--- src/rtl/sba_pkg.sv ---
package sba_pkg;
    typedef enum logic [2:0] {
        ST_INIT,
        ST_IDLE,
        ST_WAIT,
        ST_WIN,
        ST_GRANT,
        ST_EXT,
        ST_REL
    } sba_state_e;
endpackage

--- src/rtl/sba_cfg_latch.sv ---
module sba_cfg_latch #(
    parameter int SLOT_W = 2
) (
    input  logic              clk,
    input  logic              rst_n,
    input  logic              cap,
    input  logic [SLOT_W-1:0] strap_slot,
    input  logic              strap_central,
    input  logic              strap_rst_drive,
    output logic [SLOT_W-1:0] cfg_slot,
    output logic              cfg_central,
    output logic              cfg_rst_drive
);
    always_ff @(posedge clk or negedge rst_n) begin
        if (!rst_n) begin
            cfg_slot      <= '0;
            cfg_central   <= 1'b0;
            cfg_rst_drive <= 1'b0;
        end else if (cap) begin
            cfg_slot      <= strap_slot;
            cfg_central   <= strap_central;
            cfg_rst_drive <= strap_rst_drive;
        end
    end
endmodule

--- src/rtl/sba_lockout.sv ---
module sba_lockout #(
    parameter int N = 4
) (
    input  logic         clk,
    input  logic         rst_n,
    input  logic [N-1:0] fail,
    output logic [N-1:0] locked
);
    always_ff @(posedge clk or negedge rst_n) begin
        if (!rst_n) locked <= '0;
        else        locked <= locked | fail;
    end


    lock_sticky_chk: assert property (@(posedge clk) disable iff (!rst_n)
        ((locked & ~$past(locked)) == '0) || ($past(fail) != '0));
endmodule

--- src/rtl/sba_rr_pick.sv ---
module sba_rr_pick #(
    parameter int N     = 4,
    parameter int IDX_W = (N > 1) ? $clog2(N) : 1
) (
    input  logic [N-1:0]     req,
    input  logic [IDX_W-1:0] ptr,
    output logic [IDX_W-1:0] pick,
    output logic             found
);
    always_comb begin
        found = 1'b0;
        pick  = '0;
        for (int k = 0; k < N; k++) begin
            if (!found && req[(int'(ptr) + k) % N]) begin
                found = 1'b1;
                pick  = IDX_W'((int'(ptr) + k) % N);
            end
        end
    end
endmodule

--- src/rtl/sba_prio_pick.sv ---
module sba_prio_pick #(
    parameter int N = 3
) (
    input  logic [N-1:0] req,
    output logic [N-1:0] onehot,
    output logic         any
);
    always_comb begin
        onehot = '0;
        any    = 1'b0;
        for (int k = 0; k < N; k++) begin
            if (!any && req[k]) begin
                onehot[k] = 1'b1;
                any       = 1'b1;
            end
        end
    end
endmodule

--- src/rtl/sysbus_chain_arbiter.sv ---
module sysbus_chain_arbiter
    import sba_pkg::*;
#(
    parameter int N_MST  = 4,
    parameter int N_EXT  = 3,
    parameter int SLOT_W = 2
) (
    input  logic              clk,
    input  logic              rst_n,
    input  logic [SLOT_W-1:0] strap_slot,
    input  logic              strap_central,
    input  logic              strap_rst_drive,
    input  logic [N_MST-1:0]  mst_req,
    input  logic [N_MST-1:0]  mst_fail,
    input  logic              xfer_done,
    output logic [N_MST-1:0]  mst_gnt,
    input  logic [N_EXT-1:0]  ext_req,
    output logic [N_EXT-1:0]  ext_gnt,
    output logic              up_req,
    input  logic              up_gnt,
    output logic              sysbus_own,
    output logic [SLOT_W-1:0] cfg_slot,
    output logic              cfg_central,
    output logic              cfg_rst_drive
);
    localparam int IDX_W = (N_MST > 1) ? $clog2(N_MST) : 1;
    localparam logic [IDX_W-1:0] LAST_IDX = IDX_W'(N_MST - 1);

    sba_state_e       st_q, st_d;
    logic             init_cnt_q;
    logic [IDX_W-1:0] owner_q, rr_ptr_q, pick;
    logic [N_EXT-1:0] ext_sel_q, ext_pick_oh;
    logic [N_MST-1:0] locked, elig;
    logic             elig_any, ext_any, cap;

    assign cap  = (st_q == ST_INIT) && !init_cnt_q;
    assign elig = mst_req & ~locked;

    sba_cfg_latch #(.SLOT_W(SLOT_W)) i_cfg (
        .clk(clk), .rst_n(rst_n), .cap(cap),
        .strap_slot(strap_slot), .strap_central(strap_central),
        .strap_rst_drive(strap_rst_drive),
        .cfg_slot(cfg_slot), .cfg_central(cfg_central),
        .cfg_rst_drive(cfg_rst_drive)
    );

    sba_lockout #(.N(N_MST)) i_lock (
        .clk(clk), .rst_n(rst_n), .fail(mst_fail), .locked(locked)
    );

    sba_rr_pick #(.N(N_MST), .IDX_W(IDX_W)) i_rr (
        .req(elig), .ptr(rr_ptr_q), .pick(pick), .found(elig_any)
    );

    sba_prio_pick #(.N(N_EXT)) i_prio (
        .req(ext_req), .onehot(ext_pick_oh), .any(ext_any)
    );

    // state register
    always_ff @(posedge clk or negedge rst_n) begin
        if (!rst_n) begin
            st_q       <= ST_INIT;
            init_cnt_q <= 1'b0;
            owner_q    <= '0;
            rr_ptr_q   <= '0;
            ext_sel_q  <= '0;
        end else begin
            st_q <= st_d;
            if (st_q == ST_INIT) init_cnt_q <= 1'b1;
            if (st_q == ST_WIN && elig_any) begin
                owner_q  <= pick;
                rr_ptr_q <= (pick == LAST_IDX) ? '0 : pick + 1'b1;
            end
            if (st_q == ST_IDLE && cfg_central && ext_any)
                ext_sel_q <= ext_pick_oh;
        end
    end

    // next state
    always_comb begin
        st_d = st_q;
        unique case (st_q)
            ST_INIT:  if (init_cnt_q) st_d = ST_IDLE;
            ST_IDLE: begin
                if (cfg_central) begin
                    if (ext_any)       st_d = ST_EXT;
                    else if (elig_any) st_d = ST_WIN;
                end else if (elig_any) begin
                    st_d = ST_WAIT;
                end
            end
            ST_WAIT:  if (up_gnt) st_d = ST_WIN;
            ST_WIN:   st_d = elig_any ? ST_GRANT : ST_REL;
            ST_GRANT: if (xfer_done) st_d = ST_REL;
            ST_EXT:   if ((ext_req & ext_sel_q) == '0) st_d = ST_REL;
            ST_REL:   st_d = ST_IDLE;
            default:  st_d = ST_INIT;
        endcase
    end

    // outputs
    always_comb begin
        mst_gnt    = '0;
        ext_gnt    = '0;
        sysbus_own = 1'b0;
        up_req     = 1'b0;
        unique case (st_q)
            ST_WAIT:  up_req = !cfg_central;
            ST_WIN: begin
                sysbus_own = 1'b1;
                up_req     = !cfg_central;
            end
            ST_GRANT: begin
                sysbus_own       = 1'b1;
                up_req           = !cfg_central;
                mst_gnt[owner_q] = 1'b1;
            end
            ST_EXT:   ext_gnt = ext_sel_q;
            default: ;
        endcase
    end


    own_before_gnt_chk: assert property (@(posedge clk) disable iff (!rst_n)
        $rose(|mst_gnt) |-> ($past(sysbus_own) && $past(mst_gnt) == '0));


    own_during_gnt_chk: assert property (@(posedge clk) disable iff (!rst_n)
        (mst_gnt != '0) |-> sysbus_own);


    no_locked_gnt_chk: assert property (@(posedge clk) disable iff (!rst_n)
        $rose(|mst_gnt) |-> ((mst_gnt & $past(locked)) == '0));


    gnt_onehot_chk: assert property (@(posedge clk) disable iff (!rst_n)
        $onehot0(mst_gnt));


    ext_onehot_chk: assert property (@(posedge clk) disable iff (!rst_n)
        $onehot0(ext_gnt) && !((ext_gnt != '0) && (mst_gnt != '0)));


    hold_until_done_chk: assert property (@(posedge clk) disable iff (!rst_n)
        $fell(|mst_gnt) |-> ($past(xfer_done) && !up_req && !sysbus_own));


    cfg_stable_chk: assert property (@(posedge clk) disable iff (!rst_n)
        (st_q != ST_INIT) |=> $stable({cfg_slot, cfg_central, cfg_rst_drive}));


    chain_wait_chk: assert property (@(posedge clk) disable iff (!rst_n)
        (up_req && !up_gnt && mst_gnt == '0 && !sysbus_own) |=> (up_req && mst_gnt == '0));


    chain_no_ext_chk: assert property (@(posedge clk) disable iff (!rst_n)
        !cfg_central |-> (ext_gnt == '0));
endmodule

--- config.mk ---
export PLATFORM = sky130hd
export DESIGN_NAME = sysbus_chain_arbiter
export DESIGN_NICKNAME = d
export VERILOG_FILES = /design/src/rtl/sba_pkg.sv /design/src/rtl/sba_cfg_latch.sv /design/src/rtl/sba_lockout.sv /design/src/rtl/sba_rr_pick.sv /design/src/rtl/sba_prio_pick.sv /design/src/rtl/sysbus_chain_arbiter.sv
export SDC_FILE = /design/constraint.sdc
export NUM_CORES = 1
export LEC_CHECK = 0
export CELL_PAD_IN_SITES_DETAIL_PLACEMENT = 2
export CELL_PAD_IN_SITES_GLOBAL_PLACEMENT = 2
export CORE_UTILIZATION = 26
export CTS_BUF_LIST = sky130_fd_sc_hd__clkbuf_8 sky130_fd_sc_hd__clkbuf_16
export CTS_CLUSTER_SIZE = 28
export DETAILED_ROUTE_END_ITERATION = 16
export PLACE_DENSITY_LB_ADDON = 0.1
export SLEW_MARGIN = 0
export SYNTH_ARGS = -nofsm -noshare
export SYNTH_HDL_FRONTEND = slang
export SYNTH_SLANG_ARGS = --single-unit
--- constraint.sdc ---
create_clock -name clk -period 1.3 [get_ports clk]
set_input_delay 0.325 -clock clk [delete_from_list [all_inputs] [get_ports clk]]
set_output_delay 0.325 -clock clk [all_outputs]
set_load 0.01 [all_outputs]
## After elaboration in Yosys (flattened, before gate mapping)

Cells that the tools add are included.
Widths: inputs -> output; s select.

- RAM bits: 0
- Input port bits: 19
- Word-level logic and storage cells: 105
- ROM bits: 0
- Flip-flop bits (word level): 19
- Latch bits: 0
- Memories: 0

- $lt $le $gt $ge: 6
- Bitwise gates (word level): 7
- $mul: 0
- Divide/modulo/power cells: 0
- Mux-type cells: 41
- Shift-type cells: 0
- Add/sub/neg operators: 4
- Equality and inequality tests: 13
- Reductions and logical operators: 25

Operators with widths:

| kind | number |
|---|---|
| $mux 3 | 9 |
| $pmux 3 s7 | 1 |
| $mux 1 | 19 |
| $lt 3x4->1 const B | 3 |
| $mux 2 | 6 |
| $logic_and 1x1->1 | 10 |
| $eq 3x3->1 const B | 3 |
| $bmux 1 s2 | 4 |
| $ne 2x2->1 const B | 4 |
| $reduce_or 2->1 | 4 |
| $logic_not 1->1 | 7 |
| $eq 3x2->1 const B | 2 |
| $logic_not 3->1 | 2 |
| $lt 2x3->1 const B | 2 |
| $reduce_and 6->1 | 1 |
| $add 2x1->2 const B | 2 |
| $add 2x2->2 const B | 2 |
| $and 4x4->4 | 1 |
| $mux 4 | 1 |
| $not 4->4 | 1 |
| $or 4x4->4 | 1 |
| $and 1x1->1 const A | 3 |
| $and 3x3->3 | 1 |
| $eq 3x1->1 const B | 1 |
| 6 further kinds | 6 |

## Longest topological paths before layout

- Word-level depth: 18
- Mapped depth: 6
- Depth with buffers taken out: 5

## Hierarchy

A second synthesis with hierarchy kept.

- Cells, all modules: 100
- Area total of the unflattened synthesis: 1051.0 um^2

Modules (own cells, without submodules):

| module | instances | area each (um^2) | sequential area each (um^2) | cells each |
|---|---|---|---|---|
| sysbus_chain_arbiter | 1 | 673.1 | 275.3 | 65 |
| sba_cfg_latch | 1 | 145.1 | 100.1 | 8 |
| sba_lockout | 1 | 125.1 | 100.1 | 8 |
| sba_rr_pick | 1 | 77.6 | 0.0 | 15 |
| sba_prio_pick | 1 | 30.0 | 0.0 | 4 |

## Least setup slack after synthesis

No wires, ideal clock.

- Path kind: register -> output
- Start: register st_q[0]
- End: output mst_gnt[2]
- Arrival: 1.041 ns
- Buffers on the path: 1
- Slack: -0.066 ns
- Required time: 0.975 ns
- Stages on the path, launching flop included: 6
- Cells stage by stage: dfrtp_1 -> buf_4 -> nor2_1 -> and2_1 -> nand2_1 -> nor2_1

- Cells in the longest elaborated chain, start to end: 2

RTL lines:

| item | RTL line | RTL |
|---|---|---|
| start: declaration | sysbus_chain_arbiter.sv:29 | `sba_state_e st_q, st_d;` |
| start signal: assignment | sysbus_chain_arbiter.sv:68 | `st_q <= st_d;` |
| $eq 3x3->1 | sysbus_chain_arbiter.sv:107 | `unique case (st_q)` |
| $mux 4 | sysbus_chain_arbiter.sv:107 |  |
| end: declaration | sysbus_chain_arbiter.sv:16 | `output logic [N_MST-1:0] mst_gnt,` |

Every way passes these cells.

## Worst setup path after layout

- Start: register st_q[2]
- End: output ext_gnt[0]

- Cells in the longest elaborated chain, start to end: 2

RTL lines:

| item | RTL line | RTL |
|---|---|---|
| $eq 3x3->1 | sysbus_chain_arbiter.sv:107 |  |
| $mux 3 | sysbus_chain_arbiter.sv:107 |  |
| end: declaration | sysbus_chain_arbiter.sv:18 | `output logic [N_EXT-1:0] ext_gnt,` |

Every way passes these cells.

==> parameters.txt <==
Parameter                              Value

Status
  Status    finished with violations
  Failing checks    negative setup slack

Power
  Total design power    3.33 mW
  Power density over the cells    1740 nW/um2
  Worst IR Drop VDD    0.697 mV
  Leakage power figure    0.910 nW

Synth
  Ys async rst share    100%
  Top cell type's share of synthesized area    42.0%
  Count of mapped cells out of synthesis    108
  Leading post-synthesis cells by cell area    sky130_fd_sc_hd__dfrtp_1 (42%), sky130_fd_sc_hd__mux2_2 (4.0%), sky130_fd_sc_hd__or2_2 (3.3%), sky130_fd_sc_hd__a31oi_1 (2.8%), sky130_fd_sc_hd__mux2_4 (2.7%)
  Flop and latch count out of synthesis    19
  Mean post-synth cell area    10.5 um2
  EDFF count, synth    0
  Most frequently used flop master after synthesis    sky130_fd_sc_hd__dfrtp_1
  Cell accounting for the most synthesized area    sky130_fd_sc_hd__dfrtp_1
  Synthesis Warnings    0
  Synthesized area    1130 um2
  Post-synth net total    127
  Unique masters post-synth    42
  Sequential area share after synthesis    42.0%

Floorplan
  Overall die width    68.0 um
  Die ar.    4620 um2
  Core Rows    23
  Core box area    4090 um2
  Initial core utilization    27.7%
  I/O pins    32
  Die height    68.0 um

Placed design
  Worst setup slack after placement    -0.511 ns
  Placer congestion estimate    0.930
  Half-perimeter wire length after detailed placement    2750 um
  Number of buffers added on ports    31
  Cell Area, Placed    1720 um2
  Placed cells    213

STA
  RSZ-0062 raised after global routing    true
  Post-layout minimum cycle time    1.61 ns
  Smallest setup slack after layout    -0.307 ns
  Clock tree skew after final layout    0.00590 ns
  Max Slew Vio Count    0
  Actual slew at the worst max-slew pin    0.351 ns
  Fmax achieved    0.622 GHz
  Relative slew slack    76.6%
  Final Hold Fails    0
  Fraction of the cycle the final worst path needs    124%
  Setup-failing EPs final    21

Global routing
  Pin count of the biggest net entering global routing    20
  Antenna violations before repair    0
  Vias in the first global route    1,273
  Global-route usage over all layers    18.4%
  First-pass GRT wire length    6180 um
  Overflow left after global routing    0

Clock network
  CTS Hold Bufs    0
  Inserted Clock Buffers    3
  Clock-pin slew of the registers on the worst-case setup and hold paths    0.08 ns
  Root Driver    sky130_fd_sc_hd__clkbuf_8
  Num Clock Sinks    19
  H-tree Lvls    1
  CTS tree    done
  Insertion delay to the later sink of the worst-skew pair    0.27 ns
  Clk buf depth    2

Critical path
  Category of the critical setup timing path    reg -> out
  CP endpoint kind    output pin
  Required time at the worst-slack endpoint    0.98 ns
  Worst endpoint data arrival time    1.28 ns
  Setup crit start kind    flop
  Peak fanout along the critical path    4

Detailed routing
  Total via count after detailed routing    1,103
  DRC violation count after routing    0
  Count of routing violations after the opening detailed-route iteration    12
  Via density per instance    4.86
  Number of detailed-route iterations in the first pass    4
  Final wirelength    3880 um
  Post-detailed-route wirelength per cell    17.1 um
  Number of routed nets with antenna violations    0

Finish
  Total inserted antenna cells    0
  Final Cell Area    1910 um2
  Layout Area Growth over Synthesis    68.9%
  Count of nets after finishing    197
  Share of post-route cells with drive strength above 1    55.4%
  Non-filler cells, final    227

Flow run
  Max cap viols    0

Hold path
  Worst min path class    in -> async
[worst max-delay path, cell delays in order, from the launching register on]
cell and delay, ns:
sky130_fd_sc_hd__dfrtp_1 0.39, sky130_fd_sc_hd__buf_6 0.12, sky130_fd_sc_hd__and3b_2 0.23, sky130_fd_sc_hd__and2_1 0.14, sky130_fd_sc_hd__buf_2 0.13
[kinds of logic after synthesis]
kind of cell	share of synthesized area, %
AND/OR/NAND/NOR	27.8
AO/OA/AOI/OAI	15.9
flip-flops	42.0
multiplexers	9.39
buffers and inverters	4.09
XOR/XNOR	0.774
[layer usage]
metal  up-vias  GRT usage, %  part of all wire, %
met5         -             0                    0
met4         0          3.91                 0.88
met3         2          4.00                  4.1
met2        28          33.1                   53
met1       546          22.1                   42
li1        527             -                    -
[final cells by class]
class / instances / area (um2)
inverters: 3 / 11.3
clock buffers: 3 / 41.3
well taps: 50 / 62.6
flip-flops and latches: 19 / 478
multi-input cells: 82 / 733
clock inverters: 1 / 3.75
fillers: 440 / 2170
repair buffers: 69 / 583
[metrics by stage]
stage	hold WS (ns)	setup TNS, ns	utilization (%)
2_1_floorplan	0.0294	-0.0250	-
3_3_place_gp	0.453	-8.03	42.1
3_5_place_dp	0.465	-9.04	42.1
4_1_cts	0.411	-4.52	45.5
5_1_grt	0.415	-5.65	46.8
6_report	0.399	-4.34	46.8
[repair_timing]
| action | 4_1_cts | 5_1_grt |
|---|---|---|
| gates resized for setup | 73 | 12 |
| pin swaps | 15 | 7 |
| setup buffers | 10 | 0 |
| endpoints found under the setup margin | 27 | 23 |
[flip-flops by register name, summed over array words and instances, names as in the netlist, named ones only]
name	flops
init_cnt_q	1
owner_q	2
rr_ptr_q	1
i_cfg.cfg_slot	2
ext_sel_q	3
i_lock.locked	4
i_cfg.cfg_rst_drive	1
i_cfg.cfg_central	1
st_q	3
[power breakdown]
part / switching (mW) / internal [mW]
clock network: 0.220 / 0.211
registers: 0.163 / 0.771
logic: 0.863 / 1.10
total: 1.25 / 2.08
[cells in the mapped netlist (2+ instances only)]
library cell,instances
sky130_fd_sc_hd__a21oi_1,4
sky130_fd_sc_hd__a31oi_1,5
sky130_fd_sc_hd__and2_1,4
sky130_fd_sc_hd__buf_6,2
sky130_fd_sc_hd__dfrtp_1,19
sky130_fd_sc_hd__inv_1,3
sky130_fd_sc_hd__mux2_2,4
sky130_fd_sc_hd__mux2_4,2
sky130_fd_sc_hd__mux2i_1,2
sky130_fd_sc_hd__nand2_1,7
sky130_fd_sc_hd__nand2b_1,4
sky130_fd_sc_hd__nand2b_4,2
sky130_fd_sc_hd__nor2_1,8
sky130_fd_sc_hd__nor3_1,2
sky130_fd_sc_hd__o21a_1,3
sky130_fd_sc_hd__o21ai_0,5
sky130_fd_sc_hd__o21ai_1,2
sky130_fd_sc_hd__or2_2,6
[path summary, 6_finish.rpt]
check                                      start           endpoint  slack (ns)  cells after the start
worst max-delay path                     st_q[2]         ext_gnt[0]       -0.31                      4
worst min-delay path                       rst_n        rr_ptr_q[1]        0.40                      2
worst max register to register           st_q[0]  i_cfg.cfg_slot[0]       -0.24                      5
worst min register to register  i_lock.locked[3]   i_lock.locked[3]        0.48                      1
max in group asynchronous                  rst_n            st_q[1]        0.66                      2
min in group clk                i_lock.locked[3]   i_lock.locked[3]        0.48                      1
[cell usage in the layout, fill, tap and decap left out, drive strengths merged, types with 3 or more instances in the layout]
| cell type | count |
|---|---|
| o21a | 3 |
| nor2 | 9 |
| clkdlybuf4s50 | 12 |
| buf | 48 |
| mux2 | 7 |
| a31oi | 5 |
| inv | 4 |
| o21ai | 7 |
| a21oi | 4 |
| nor2b | 3 |
| dlygate4sd2 | 9 |
| nand2 | 8 |
| nand2b | 6 |
| dfrtp | 19 |
| or2 | 6 |
| clkbuf | 3 |
| and2 | 5 |
No activity file was read; power rests on OpenSTA's default activity.
